`src/rtl/seg_pkg.sv`:
```
package seg_pkg;
    typedef enum logic [1:0] {
        SEG_CODE  = 2'd0,
        SEG_DATA  = 2'd1,
        SEG_STACK = 2'd2,
        SEG_EXTRA = 2'd3
    } seg_id_e;

    typedef enum logic [2:0] {
        SRC_FETCH    = 3'd0,
        SRC_BASE     = 3'd1,
        SRC_SIDX     = 3'd2,
        SRC_DIDX     = 3'd3,
        SRC_BPTR     = 3'd4,
        SRC_SPTR     = 3'd5,
        SRC_STRDST   = 3'd6,
        SRC_BYTEHALF = 3'd7
    } src_e;
endpackage

```
`src/rtl/seg_regfile.sv`:
```
module seg_regfile #(
    parameter int SEG_W   = 16,
    parameter int NUM_SEG = 4,
    localparam int SEL_W  = $clog2(NUM_SEG)
) (
    input  logic             clk,
    input  logic             rst_n,
    input  logic             wr_en,
    input  logic [SEL_W-1:0] wr_sel,
    input  logic [SEG_W-1:0] wr_data,
    input  logic [SEL_W-1:0] rd_sel,
    output logic [SEG_W-1:0] rd_data
);
    logic [NUM_SEG-1:0][SEG_W-1:0] regs_d, regs_q;

    always_comb begin
        for (int i = 0; i < NUM_SEG; i++) begin
            if (wr_en && (wr_sel == SEL_W'(i)))
                regs_d[i] = wr_data;
            else
                regs_d[i] = regs_q[i];
        end
    end

    always_ff @(posedge clk) begin
        if (!rst_n)
            regs_q <= '0;
        else
            regs_q <= regs_d;
    end

    assign rd_data = regs_q[rd_sel];
endmodule

```
`src/rtl/seg_select.sv`:
```
module seg_select
    import seg_pkg::*;
(
    input  src_e    src,
    input  logic    ovr_en,
    input  seg_id_e ovr_sel,
    output seg_id_e seg_id,
    output logic    bad
);
    always_comb begin
        seg_id = SEG_CODE;
        bad    = 1'b0;
        unique case (src)
            SRC_FETCH:                     seg_id = SEG_CODE;
            SRC_STRDST:                    seg_id = SEG_EXTRA;
            SRC_BASE, SRC_SIDX, SRC_DIDX:  seg_id = ovr_en ? ovr_sel : SEG_DATA;
            SRC_BPTR, SRC_SPTR:            seg_id = ovr_en ? ovr_sel : SEG_STACK;
            SRC_BYTEHALF:                  bad    = 1'b1;
            default:                       bad    = 1'b1;
        endcase
    end
endmodule

```
`src/rtl/addr_adder.sv`:
```
module addr_adder #(
    parameter int SEG_W  = 16,
    parameter int OFF_W  = 16,
    parameter int SHIFT  = 4,
    localparam int PA_W  = SEG_W + SHIFT
) (
    input  logic [SEG_W-1:0] seg,
    input  logic [OFF_W-1:0] off,
    output logic [PA_W-1:0]  phys
);
    logic [PA_W-1:0] base_w;
    logic [PA_W-1:0] off_w;

    assign base_w = {seg, {SHIFT{1'b0}}};
    assign off_w  = PA_W'(off);
    assign phys   = base_w + off_w;
endmodule

```
`src/rtl/seg_addr_gen.sv`:
```
module seg_addr_gen
    import seg_pkg::*;
#(
    parameter int SEG_W = 16,
    parameter int OFF_W = 16,
    parameter int SHIFT = 4,
    localparam int PA_W = SEG_W + SHIFT
) (
    input  logic             clk,
    input  logic             rst_n,
    input  logic             seg_wr_en,
    input  logic [1:0]       seg_wr_sel,
    input  logic [SEG_W-1:0] seg_wr_data,
    input  logic             req_valid,
    input  logic [2:0]       req_src,
    input  logic [OFF_W-1:0] req_offset,
    input  logic             ovr_en,
    input  logic [1:0]       ovr_sel,
    output logic             addr_valid,
    output logic             addr_bad,
    output logic [1:0]       addr_seg,
    output logic [PA_W-1:0]  addr_phys
);
    typedef struct packed {
        logic            valid;
        logic            bad;
        seg_id_e         seg;
        logic [PA_W-1:0] phys;
    } out_t;

    out_t out_d, out_q;

    seg_id_e         sel_id;
    logic            sel_bad;
    logic [SEG_W-1:0] seg_val;
    logic [PA_W-1:0]  sum;

    seg_select u_sel (
        .src    (src_e'(req_src)),
        .ovr_en (ovr_en),
        .ovr_sel(seg_id_e'(ovr_sel)),
        .seg_id (sel_id),
        .bad    (sel_bad)
    );

    seg_regfile #(.SEG_W(SEG_W), .NUM_SEG(4)) u_regs (
        .clk    (clk),
        .rst_n  (rst_n),
        .wr_en  (seg_wr_en),
        .wr_sel (seg_wr_sel),
        .wr_data(seg_wr_data),
        .rd_sel (sel_id),
        .rd_data(seg_val)
    );

    addr_adder #(.SEG_W(SEG_W), .OFF_W(OFF_W), .SHIFT(SHIFT)) u_add (
        .seg (seg_val),
        .off (req_offset),
        .phys(sum)
    );

    always_comb begin
        out_d = '0;
        if (req_valid) begin
            out_d.valid = 1'b1;
            if (sel_bad) begin
                out_d.bad = 1'b1;
            end else begin
                out_d.seg  = sel_id;
                out_d.phys = sum;
            end
        end
    end

    always_ff @(posedge clk) begin
        if (!rst_n)
            out_q <= '0;
        else
            out_q <= out_d;
    end

    assign addr_valid = out_q.valid;
    assign addr_bad   = out_q.bad;
    assign addr_seg   = out_q.seg;
    assign addr_phys  = out_q.phys;
endmodule

```
`config.mk`:
```
export PLATFORM = sky130hd
export DESIGN_NAME = seg_addr_gen
export DESIGN_NICKNAME = d
export VERILOG_FILES = /design/src/rtl/seg_pkg.sv /design/src/rtl/seg_regfile.sv /design/src/rtl/seg_select.sv /design/src/rtl/addr_adder.sv /design/src/rtl/seg_addr_gen.sv
export SDC_FILE = /design/constraint.sdc
export NUM_CORES = 1
export LEC_CHECK = 0
export BUFFER_PORTS_ARGS = -buffer_cell sky130_fd_sc_hd__buf_2
export CAP_MARGIN = 40
export CORE_MARGIN = 1
export CORE_UTILIZATION = 45
export CTS_CLUSTER_DIAMETER = 50
export CTS_CLUSTER_SIZE = 25
export DETAILED_ROUTE_END_ITERATION = 10
export GPL_TIMING_DRIVEN = 0
export PLACE_DENSITY = 0.69
export SLEW_MARGIN = 20
export SYNTH_ARGS = -nofsm -noshare
export SYNTH_HDL_FRONTEND = slang
export SYNTH_SLANG_ARGS = --single-unit
```
`constraint.sdc`:
```
create_clock -name clk -period 4.05 [get_ports clk]
set_input_delay 0.405 -clock clk [delete_from_list [all_inputs] [get_ports clk]]
set_output_delay 0.405 -clock clk [all_outputs]
set_load 0.005 [all_outputs]
```
==> summary.md, run 1 <==
| Metric | Value |
|---|---|
| First-pass DRT Iterations | `5` |
| Clock buffer depth | `2` |
| Port Buf Inserts | `66` |
| Final setup fails | `0` |
| Die W | `97.3 um` |
| Worst Path Required | `4290 ps` |
| Critical path endpoint | `addr_phys[16]` |
| Nets@finish | `625` |
| Num CTS Buffers | `9` |
| Area leader, netlist | `dfxtp_1` |
| Worst setup path class | `input port to flip-flop` |
| Pin count of the biggest net entering global routing | `15` |
| Die area | `0.00947 mm^2` |
| # hold bufs at CTS | `0` |
| Routed len/inst | `15.1 um` |
| Fmax achieved | `256 MHz` |
| Die height | `97.3 um` |
| Routed Antenna Nets | `0` |
| Power Density | `369 mW/mm^2` |
| Dpl hpwl | `7550 um` |
| Worst Tran Pin Value | `766 ps` |
| Clk root buf | `clkbuf_8` |
| FF-to-FF path depth | `11` |
| R2r startpoint | `u_regs.regs_q[48]` |
| Vias after detailed routing | `3632` |
| Clk sink count | `88` |
| RSZ-0062 raised after global routing | `false` |
| VDD IR-drop max | `0.144 mV` |
| Top post-synthesis cells by area | `dfxtp_1 43%, nand2_1 13%, a21boi_0 12%` |
| Worst setup margin | `146 ps` |
| Avg Cell Area, Syn | `8.34 um^2` |
| Reg2Reg Capture Point | `addr_phys[18]` |
| Sw frac | `26.9%` |
| Initial antenna violation count | `0` |
| EDFF count, synth | `0` |
| P&R area growth vs syn | `16.8%` |
| Placer Congestion | `0.923` |
| Net Switching | `0.475 mW` |
| Hold-critical path depth | `2` |
| Critical path peak fanout | `10` |
| Async set-reset flop share out of synthesis | `0%` |
| Worst EP arrival | `4140 ps` |
| Leakage | `1.91 nW` |
| Most numerous cell in the Yosys netlist | `nand2_1` |
| Row count | `34` |
| Flops & latches, synth | `88` |
| Core box area | `0.00876 mm^2` |
| Clock network power share | `33.5%` |
| Period Utilization, post-route | `96.4%` |
| First-pass GRT wire length | `17300 um` |
| Mapped Cells | `490` |
| Clk_lat worst skew | `360 ps` |
| Skew final | `8.16 ps` |
| I/O pin cnt | `68` |
| Initial Util | `46.7%` |
| Clock-pin transition on the worst setup and hold timing paths | `90 ps` |
| Number of global-route vias before repair | `3643` |
| Crit start category | `input port` |
| Max-slew violations | `0` |
| H-Tree Depth | `3` |
| Final Hold Viols | `0` |
| DRC Markers | `0` |
| Synth unique cells | `48` |
| Ys flop type | `dfxtp_1` |
| Net Count, Synth | `547` |
| Max stage delay on crit path | `420 ps` |
| Postcts setup bufs | `0` |
| Part of the power in registers | `51.6%` |
| Layout cells sized above 1 | `16.9%` |
| Slowest cell on crit path | `a2111oi_4` |
| Worst setup EP type | `flip-flop` |
| Synthesized area | `0.00409 mm^2` |
| Outcome | `finished, final reports clean` |
| Gr usage total | `22.9%` |
| Dpl ws | `-468 ps` |
| Post-synth top cells | `143 x nand2_1, 88 x dfxtp_1, 65 x a21boi_0, 26 x nor2_1, 24 x clkbuf_1` |
| Register-to-Register Setup Slack | `1230 ps` |
| Synth top area share | `43.1%` |
| WHS | `246 ps` |
| N_diodes | `0` |
| P_int | `1.29 mW` |
| Yosys Warn Count | `0` |
| Crit. Startpoint | `req_src[0]` |
| Slew headroom | `48.5%` |
| Overflow after GRT | `0` |
| CTS tree | `yes` |
| CP cell instances | `buf_2, and3_4, or3_1, buf_6, and2_1, clkbuf_2, a22oi_1, o21ai_1, ha_1, fa_1, a21o_1, a21o_1, a2111oi_4, or3_1, a31o_2, xor2_1, nor2_1` |
| DRT Wirelength | `10300 um` |
| Fin crit period | `3900 ps` |
| Combinational power share | `14.9%` |
| Vias per cell | `5.33` |
| Post-synthesis sequential area ratio | `43.1%` |
| Max-Cap Viols | `0` |
| DR iter-0 viols | `171` |
| HP Class | `input port to flip-flop` |
-- metal layers --
layer  global-route usage (%)  wire length (um)  vias up
li1                         -                 -     1820
met1                     28.3              4500     1684
met2                     40.5              5090      108
met3                     3.17               528       20
met4                     8.71               190        0
met5                        0                 0        -
-- how the worst min path moves through the flow --
stage	startpoint	endpoint	slack [ps]
detailed placement	u_regs.regs_q[30]	u_regs.regs_q[30]	450
floorplan	u_regs.regs_q[30]	u_regs.regs_q[30]	440
global placement	u_regs.regs_q[36]	u_regs.regs_q[36]	450
CTS	req_offset[1]	addr_phys[1]	240
global route	req_offset[3]	addr_phys[3]	250
finish	req_offset[1]	addr_phys[1]	250
-- cells by family (layout without fill, tap and decap cells) --
family	count (synthesis)	after routing	share of synthesized area, %
muxes	14	14	3.55
DFF	88	88	43.1
buffers and inverters	33	116	3.58
and+or+nand+nor	204	204	21.0
AOI/OAI and AO/OA	128	128	22.5
adders and majority gates	13	13	4.16
xor gates and xnor gates	10	10	2.14
-- layout by cell type (no fill, tap or decap), types with 2 or more instances in the layout --
cell type   instances
nand2_1           143
dfxtp_1            88
buf_2              67
a21boi_0           65
nor2_1             26
clkbuf_1           23
mux2i_1            13
a21oi_1            12
ha_1               12
a22oi_1            11
o21ai_0            11
clkbuf_8            9
and2_1              8
inv_1               6
o21ai_1             5
a21o_1              5
xor2_1              5
xnor2_1             5
nand2b_1            4
or3_1               4
nand3_1             4
buf_6               3
nor3b_1             3
o221ai_1            3
clkinv_2            3
nor2b_1             2
nor3_1              2
clkbuf_2            2
or2_2               2
o21a_1              2
clkinvlp_4          2
-- layout make-up --
cell class                 count  area, um^2
inverter                       6        22.5
sequential                    88        1760
multi-input combinational    369        2210
buffer                        27         126
clock buffer                  10         128
fill                         834        3990
tap                          108         135
clock inverter                 6        60.1
timing repair buffer          67         335
-- timing repair --
item | 4_1_cts | 5_1_grt
pin swaps | 0 | 0
setup endpoints to repair | 4 | 4
resized for setup | 2 | 7
-- power groups by stage --
stage          sequential [mW]  clock [mW]  combinational (mW)
2_1_floorplan            0.930           0               0.159
3_3_place_gp             0.929           0               0.248
3_5_place_dp             0.930           0               0.256
4_1_cts                  0.910       0.604               0.259
5_1_grt                  0.913       0.638               0.290
6_report                 0.909       0.591               0.262
-- state kept, by name (all words and copies together) (netlist names) --
register and count:
addr_valid 1, addr_bad 1, u_regs.regs_q 64, addr_seg 2, addr_phys 20
-- metrics by stage --
stage	cells	power [mW]	utilization (%)	cell area, um^2	setup TNS (ps)
final	681	1.76	54.5	4770	0
after global routing	681	1.84	54.5	4770	0
after CTS	681	1.77	54.2	4750	0
after detailed placement	665	1.19	52.0	4560	-1620
after global placement	664	1.18	52.0	4550	-1250
after floorplan	490	1.09	-	4090	0
-- worst max-delay path, delay by kind of cell --
kind,cells,cell delay (ps)
fa+ha+maj,2,670
simple gates,5,990
compound gates,6,1400
xor+xnor,1,140
buf+inv,3,520
Note: power is estimated with default switching activity, not from simulation.
==> inputs of run 2 (changes only) <==
--- a/config.mk
+++ b/config.mk
@@ -7,14 +7,15 @@
 export LEC_CHECK = 0
 export BUFFER_PORTS_ARGS = -buffer_cell sky130_fd_sc_hd__buf_2
 export CAP_MARGIN = 40
-export CORE_MARGIN = 1
+export CORE_MARGIN = 2
 export CORE_UTILIZATION = 45
 export CTS_CLUSTER_DIAMETER = 50
 export CTS_CLUSTER_SIZE = 25
 export DETAILED_ROUTE_END_ITERATION = 10
 export GPL_TIMING_DRIVEN = 0
-export PLACE_DENSITY = 0.69
+export PLACE_DENSITY = 0.68
 export SLEW_MARGIN = 20
 export SYNTH_ARGS = -nofsm -noshare
 export SYNTH_HDL_FRONTEND = slang
 export SYNTH_SLANG_ARGS = --single-unit
+export TNS_END_PERCENT = 10
==> run 2 against run 1 <==
Compared with the run above:
- die area increased by 4.2%
- combinational power fell by 2%
- hold slack got worse by 7.9 ps
- sequential power is essentially flat
- routed wire length is 0.35% lower
- global-route usage decreased by 1.4 points
- clock power increased by 14%
- largest cell class unchanged
==> summary.md, run 2 (synthesis results as in run 1) <==
| Metric | Value |
|---|---|
| Outcome | `finished, final reports clean` |
| First-pass DRT Iterations | `4 (-1)` |
| Critical path peak fanout | `10 (unchanged)` |
| HP Class | `input port to flip-flop` |
| I/O pin cnt | `68 (unchanged)` |
| Hold-critical path depth | `2 (unchanged)` |
| DRC Markers | `0 (unchanged)` |
| N_diodes | `0 (unchanged)` |
| DR iter-0 viols | `167 (-2.3%)` |
| Vias per cell | `5.21 (-2.3%)` |
| Top reg by flops | `u_regs.regs_q` |
| RSZ-0062 raised after global routing | `false` |
| Worst hold start | `req_offset[0]` |
| Fmax achieved | `263 MHz (+2.6%)` |
| Dpl hpwl | `7490 um (-0.84%)` |
| Skew final | `13.3 ps (+5.13 ps)` |
| Worst Tran Pin Value | `819 ps (+52.2 ps)` |
| Worst setup path class | `input port to flip-flop` |
| DRT Wirelength | `10300 um (-0.35%)` |
| Fin crit period | `3800 ps (-100 ps)` |
| FF-to-FF path depth | `11 (unchanged)` |
| Nets@finish | `625 (unchanged)` |
| Max-slew violations | `0 (unchanged)` |
| Met2 wire len | `4950 um (-2.8%)` |
| Clk root buf | `clkbuf_8` |
| Clock buffer depth | `2 (unchanged)` |
| First-pass GRT wire length | `16600 um (-3.6%)` |
| Die area | `0.00987 mm^2 (+4.2%)` |
| Clk_lat worst skew | `360 ps (about the same)` |
| Most frequent cells in the layout | `143 x nand2_1, 88 x dfxtp_1, 67 x buf_2, 65 x a21boi_0, 26 x nor2_1` |
| Period Utilization, post-route | `93.9% (-2.5 points)` |
| Power Density | `384 mW/mm^2 (+4.0%)` |
| Pin count of the biggest net entering global routing | `15 (unchanged)` |
| Port Buf Inserts | `66 (unchanged)` |
| Met3 Wirelength | `554 um (+4.9%)` |
| Register-to-Register Setup Slack | `1300 ps (+70 ps)` |
| H-Tree Depth | `3 (unchanged)` |
| # hold bufs at CTS | `0 (unchanged)` |
| Commonest non-fill, non-tap cell in the layout | `nand2_1` |
| Gr usage total | `21.5% (-1.4 points)` |
| Clk sink count | `88 (unchanged)` |
| Fillers | `834 (unchanged)` |
| Slew headroom | `45.4% (-3.0 points)` |
| Die height | `99.3 um (+2.1%)` |
| Placer Congestion | `0.881 (-4.6%)` |
| Worst setup EP type | `flip-flop` |
| Met1 Routed Length | `4670 um (+3.6%)` |
| Crit start category | `input port` |
| Vias after detailed routing | `3549 (-2.3%)` |
| WHS | `239 ps (-7.87 ps)` |
| Routed Antenna Nets | `0 (unchanged)` |
| Core box area | `0.00876 mm^2 (unchanged)` |
| CTS tree | `yes` |
| DR top layer | `met4` |
| VDD IR-drop max | `0.206 mV (+43%)` |
| Die W | `99.3 um (+2.1%)` |
| Number of global-route vias before repair | `3373 (-7.4%)` |
| Total power draw | `1.84 mW (+4.5%)` |
| P&R area growth vs syn | `17.4%` |
| Final setup fails | `0 (unchanged)` |
| Routed len/inst | `15.1 um (-0.35%)` |
| Reg2Reg Capture Point | `addr_phys[16]` |
| Row count | `34 (unchanged)` |
| Clock-pin transition on the worst setup and hold timing paths | `90 ps (about the same)` |
| Worst EP arrival | `4090 ps (-50 ps)` |
| R2r startpoint | `u_regs.regs_q[16]` |
| Max-Cap Viols | `0 (unchanged)` |
| Overflow after GRT | `0 (unchanged)` |
| Max FFs per register | `64 (unchanged)` |
| Layout cells sized above 1 | `16.9% (unchanged)` |
| Worst Hold Endpoint | `addr_phys[0]` |
| Worst Path Required | `4340 ps (+50 ps)` |
| Num CTS Buffers | `9 (unchanged)` |
| Leakage | `1.93 nW (+0.92%)` |
| Initial Util | `46.7% (unchanged)` |
| Final Hold Viols | `0 (unchanged)` |
| Initial antenna violation count | `0 (unchanged)` |
[run 2: changes by cell type in the layout (fill, tap and decap cells not counted), sizes merged]
| cell | delta |
|---|---|
| clkbuf | +3 |
| clkinvlp | -2 |
| clkinv | -1 |
[run 2: power by group]
group	switching (mW)	total, mW	internal (mW)
clock	0.321	0.676	0.355
combinational	0.150	0.258	0.107
sequential	0.0121	0.909	0.897
[run 2: metrics by stage]
step / TNS [ps] / instances / util, % / setup WS, ps / instance area, um^2
finish: 0 / 681 / 54.8 / 247 / 4800
global route: 0 / 681 / 54.8 / 9.68 / 4800
CTS: 0 / 681 / 54.7 / 57.5 / 4790
global placement: -1150 / 664 / 52.0 / -359 / 4550
floorplan: 0 / 490 / - / 217 / 4090
detailed placement: -1370 / 665 / 52.0 / -413 / 4560
[run 2: area by class of cell]
class / instances / area, um^2 / share of cell area [%]
Buffer: 27 / 125 / 2.61
Clock buffer: 13 / 179 / 3.73
Clock inverter: 3 / 47.5 / 0.991
Inverter: 6 / 22.5 / 0.469
Multi-Input combinational cell: 369 / 2190 / 45.7
Sequential cell: 88 / 1760 / 36.7
Tap cell: 108 / 135 / 2.82
Timing Repair Buffer: 67 / 335 / 6.99
[run 2: routing by layer]
metal	vias to the layer above	track usage (%)
met5	-	0
met4	0	6.74
met3	11	3.09
met2	95	37.6
met1	1621	27.3
li1	1822	-
[run 2: what timing repair did]
item	4_1_cts	5_1_grt
pin swaps	0	0
setup buffers	0	0
endpoints found under the setup margin	1	4
gates resized for setup	1	4
[run 2: worst max-delay path, cell delays in order]
cell and delay [ps]:
buf_2 140, nor2b_1 190, o32a_1 190, buf_6 160, clkbuf_1 630, mux2i_1 160
o21ai_1 350, fa_1 290, a21o_1 120, a21o_1 170, a2111oi_2 90, or3_1 420
a31o_2 240, or3_1 370, a21oi_1 170
[run 2: how the worst max path moves through the flow]
stage                     from  cells past startpoint       endpoint
floorplan           req_src[2]                     17  addr_phys[16]
CTS                 req_src[0]                     17  addr_phys[16]
detailed placement  req_src[0]                     17  addr_phys[16]
finish                  ovr_en                     15  addr_phys[18]
global placement    req_src[0]                     17  addr_phys[16]
global route        req_src[0]                     17  addr_phys[16]
==> inputs of run 3 (changes only) <==
--- a/config.mk
+++ b/config.mk
@@ -6,14 +6,12 @@
 export NUM_CORES = 1
 export LEC_CHECK = 0
 export BUFFER_PORTS_ARGS = -buffer_cell sky130_fd_sc_hd__buf_2
-export CAP_MARGIN = 40
 export CORE_MARGIN = 2
-export CORE_UTILIZATION = 45
+export CORE_UTILIZATION = 44
 export CTS_CLUSTER_DIAMETER = 50
 export CTS_CLUSTER_SIZE = 25
 export DETAILED_ROUTE_END_ITERATION = 10
-export GPL_TIMING_DRIVEN = 0
-export PLACE_DENSITY = 0.68
+export PLACE_DENSITY = 0.66
 export SLEW_MARGIN = 20
 export SYNTH_ARGS = -nofsm -noshare
 export SYNTH_HDL_FRONTEND = slang
==> run 3 against run 2 <==
Compared with the run above:
- non-clock buffer count fell by 19
- core utilization fell by 3.6 points
- die area rose by 2.2%
- clock-buffer cell count fell by 2
- hold slack improved by 21 ps
- setup slack improved by 240 ps
- final cell count fell by 2.3%
- sequential power barely moved
- clock skew fell by 4.1 ps
==> summary.md, run 3 (synthesis results as in run 1) <==
| Metric | Value |
|---|---|
| I/O pin cnt | `68 (unchanged)` |
| Period Utilization, post-route | `87.9% (-6.0 points)` |
| Initial Util | `44.9% (-1.8 points)` |
| # hold bufs at CTS | `0 (unchanged)` |
| VDD IR-drop max | `0.144 mV (-30%)` |
| Cts repair resizes | `0 (-1)` |
| Gr usage total | `19.4% (-2.1 points)` |
| Reg area | `0.00176 mm^2 (unchanged)` |
| Critical path peak fanout | `9 (-1)` |
| Postcts setup bufs | `0 (unchanged)` |
| CP cell instances | `buf_2, and3_4, or3_1, and2_1, a22oi_1, o21ai_1, ha_1, fa_1, a21o_1, a21o_1, a2111oi_0, or3_1, a31o_2, xor2_1, nor2_1` |
| Die W | `100 um (+1.1%)` |
| P&R area growth vs syn | `14.1%` |
| Slowest cell on crit path | `a2111oi_0` |
| Core box area | `0.00911 mm^2 (+3.9%)` |
| Commonest non-fill, non-tap cell in the layout | `nand2_1` |
| Worst setup EP type | `flip-flop` |
| Dpl ws | `140 ps (+553 ps)` |
| Max-slew violations | `0 (unchanged)` |
| Clock buffer depth | `2 (unchanged)` |
| Layout cells sized above 1 | `17.5% (+0.58 points)` |
| Number of global-route vias before repair | `3346 (-0.80%)` |
| Top reg by flops | `u_regs.regs_q` |
| Worst setup path class | `input port to flip-flop` |
| Multi-input gate area | `0.00218 mm^2 (-0.57%)` |
| Cell Area, Placed | `0.00450 mm^2 (-1.3%)` |
| Row count | `35 (+2.9%)` |
| Port Buf Inserts | `67 (+1.5%)` |
| Crit start category | `input port` |
| Finished Cell Area | `0.00466 mm^2 (-2.8%)` |
| DRC Markers | `0 (unchanged)` |
| Overflow after GRT | `0 (unchanged)` |
| Worst EP arrival | `3780 ps (-310 ps)` |
| Die area | `0.0101 mm^2 (+2.2%)` |
| Num CTS Buffers | `9 (unchanged)` |
| Power Density | `360 mW/mm^2 (-6.4%)` |
| Fillers | `873 (+4.7%)` |
| Reg2Reg Capture Point | `addr_phys[16]` |
| Max stage delay on crit path | `610 ps (-20 ps)` |
| RSZ-0062 raised after global routing | `false` |
| Placer Congestion | `0.825 (-6.3%)` |
| Vias per cell | `5.18 (-0.68%)` |
| Setup TNS | `0 ps (unchanged)` |
| Clk root buf | `clkbuf_8` |
| Crit. Startpoint | `req_src[2]` |
| Vias after detailed routing | `3442 (-3.0%)` |
| WHS | `260 ps (+21.1 ps)` |
| Clock-pin transition on the worst setup and hold timing paths | `80 ps (about the same)` |
| Nets@finish | `606 (-3.0%)` |
| DR iter-0 viols | `118 (-29%)` |
| Fin crit period | `3560 ps (-242 ps)` |
| Max-Cap Viols | `0 (unchanged)` |
| Slew headroom | `40.4% (-5.0 points)` |
| Register-to-Register Setup Slack | `1140 ps (-160 ps)` |
| Clk sink count | `88 (unchanged)` |
| Final setup fails | `0 (unchanged)` |
| Worst Tran Pin Value | `894 ps (+75.6 ps)` |
| Critical path endpoint | `addr_phys[16]` |
| Leakage | `1.88 nW (-2.6%)` |
| Outcome | `finished, final reports clean` |
| Dpl hpwl | `6710 um (-10%)` |
| Max FFs per register | `64 (unchanged)` |
| CTS tree | `yes` |
| Worst Path Required | `4270 ps (-70 ps)` |
| H-Tree Depth | `3 (unchanged)` |
| First-pass GRT wire length | `15500 um (-6.8%)` |
| Worst setup margin | `489 ps (+242 ps)` |
| First-pass DRT Iterations | `4 (unchanged)` |
| R2r startpoint | `u_regs.regs_q[48]` |
| Die height | `100 um (+1.1%)` |
| FF-to-FF path depth | `11 (unchanged)` |
| HP Class | `input port to flip-flop` |
| Routed len/inst | `14.0 um (-7.2%)` |
| Clk_lat worst skew | `350 ps (about the same)` |
| Initial antenna violation count | `0 (unchanged)` |
| DRT Wirelength | `9320 um (-9.4%)` |
| Pin count of the biggest net entering global routing | `66 (+51)` |
| Most frequent cells in the layout | `143 x nand2_1, 88 x dfxtp_1, 67 x buf_2, 65 x a21boi_0, 26 x nor2_1` |
| Final Hold Viols | `0 (unchanged)` |
| N_diodes | `0 (unchanged)` |
| Skew final | `9.21 ps (-4.09 ps)` |
| Core Util, Final | `51.2% (-3.6 points)` |
| Routed Antenna Nets | `0 (unchanged)` |
| Fmax achieved | `281 MHz (+6.8%)` |
==> run 3: changes by cell type in the layout (fill, tap and decap cells not counted), moves of 2 or more <==
cell / change
buf_4: +8
buf_6: -3
clkbuf_1: -21
clkbuf_8: -4
clkinv_2: +2
clkinvlp_4: +2
==> run 3: layout make-up <==
type	instances	area share, %
tap	111	2.98
inverter	6	0.483
clock buffer	11	2.82
sequential	88	37.8
multi-input combinational	369	46.8
timing repair buffer	75	8.48
clock inverter	5	0.724
==> run 3: report_power, final <==
group | internal (mW) | switching (mW)
Clock | 0.222 | 0.299
Sequential | 0.897 | 0.0123
Combinational | 0.104 | 0.141
Total | 1.22 | 0.453
==> run 3: metrics by stage <==
step	instances	total power, mW
floorplan	490	1.09
global placement	649	1.17
detailed placement	649	1.18
CTS	665	1.69
global route	665	1.77
finish	665	1.68
==> run 3: how the worst min path moves through the flow <==
stage | from | to | cells past startpoint
floorplan | u_regs.regs_q[30] | u_regs.regs_q[30] | 2
global placement | u_regs.regs_q[30] | u_regs.regs_q[30] | 2
detailed placement | u_regs.regs_q[55] | u_regs.regs_q[55] | 2
CTS | req_offset[1] | addr_phys[1] | 2
global route | req_offset[0] | addr_phys[0] | 2
finish | req_offset[1] | addr_phys[1] | 2
==> run 3: worst max-delay path: cells and delay by family <==
kind	cells	cell delay (ps)
buf+inv	1	140
compound gates	6	1450
fa+ha+maj	2	610
simple gates	5	1040
xor+xnor	1	140
==> run 3: per-layer routing <==
layer,part of all wire [%],wire [um],vias to the layer above,global-route usage [%]
met3,3.7,348,12,2.79
met4,1.4,129,0,6.43
met1,47,4370,1577,25.0
met5,0,0,-,0
li1,-,-,1778,-
met2,48,4470,75,33.4
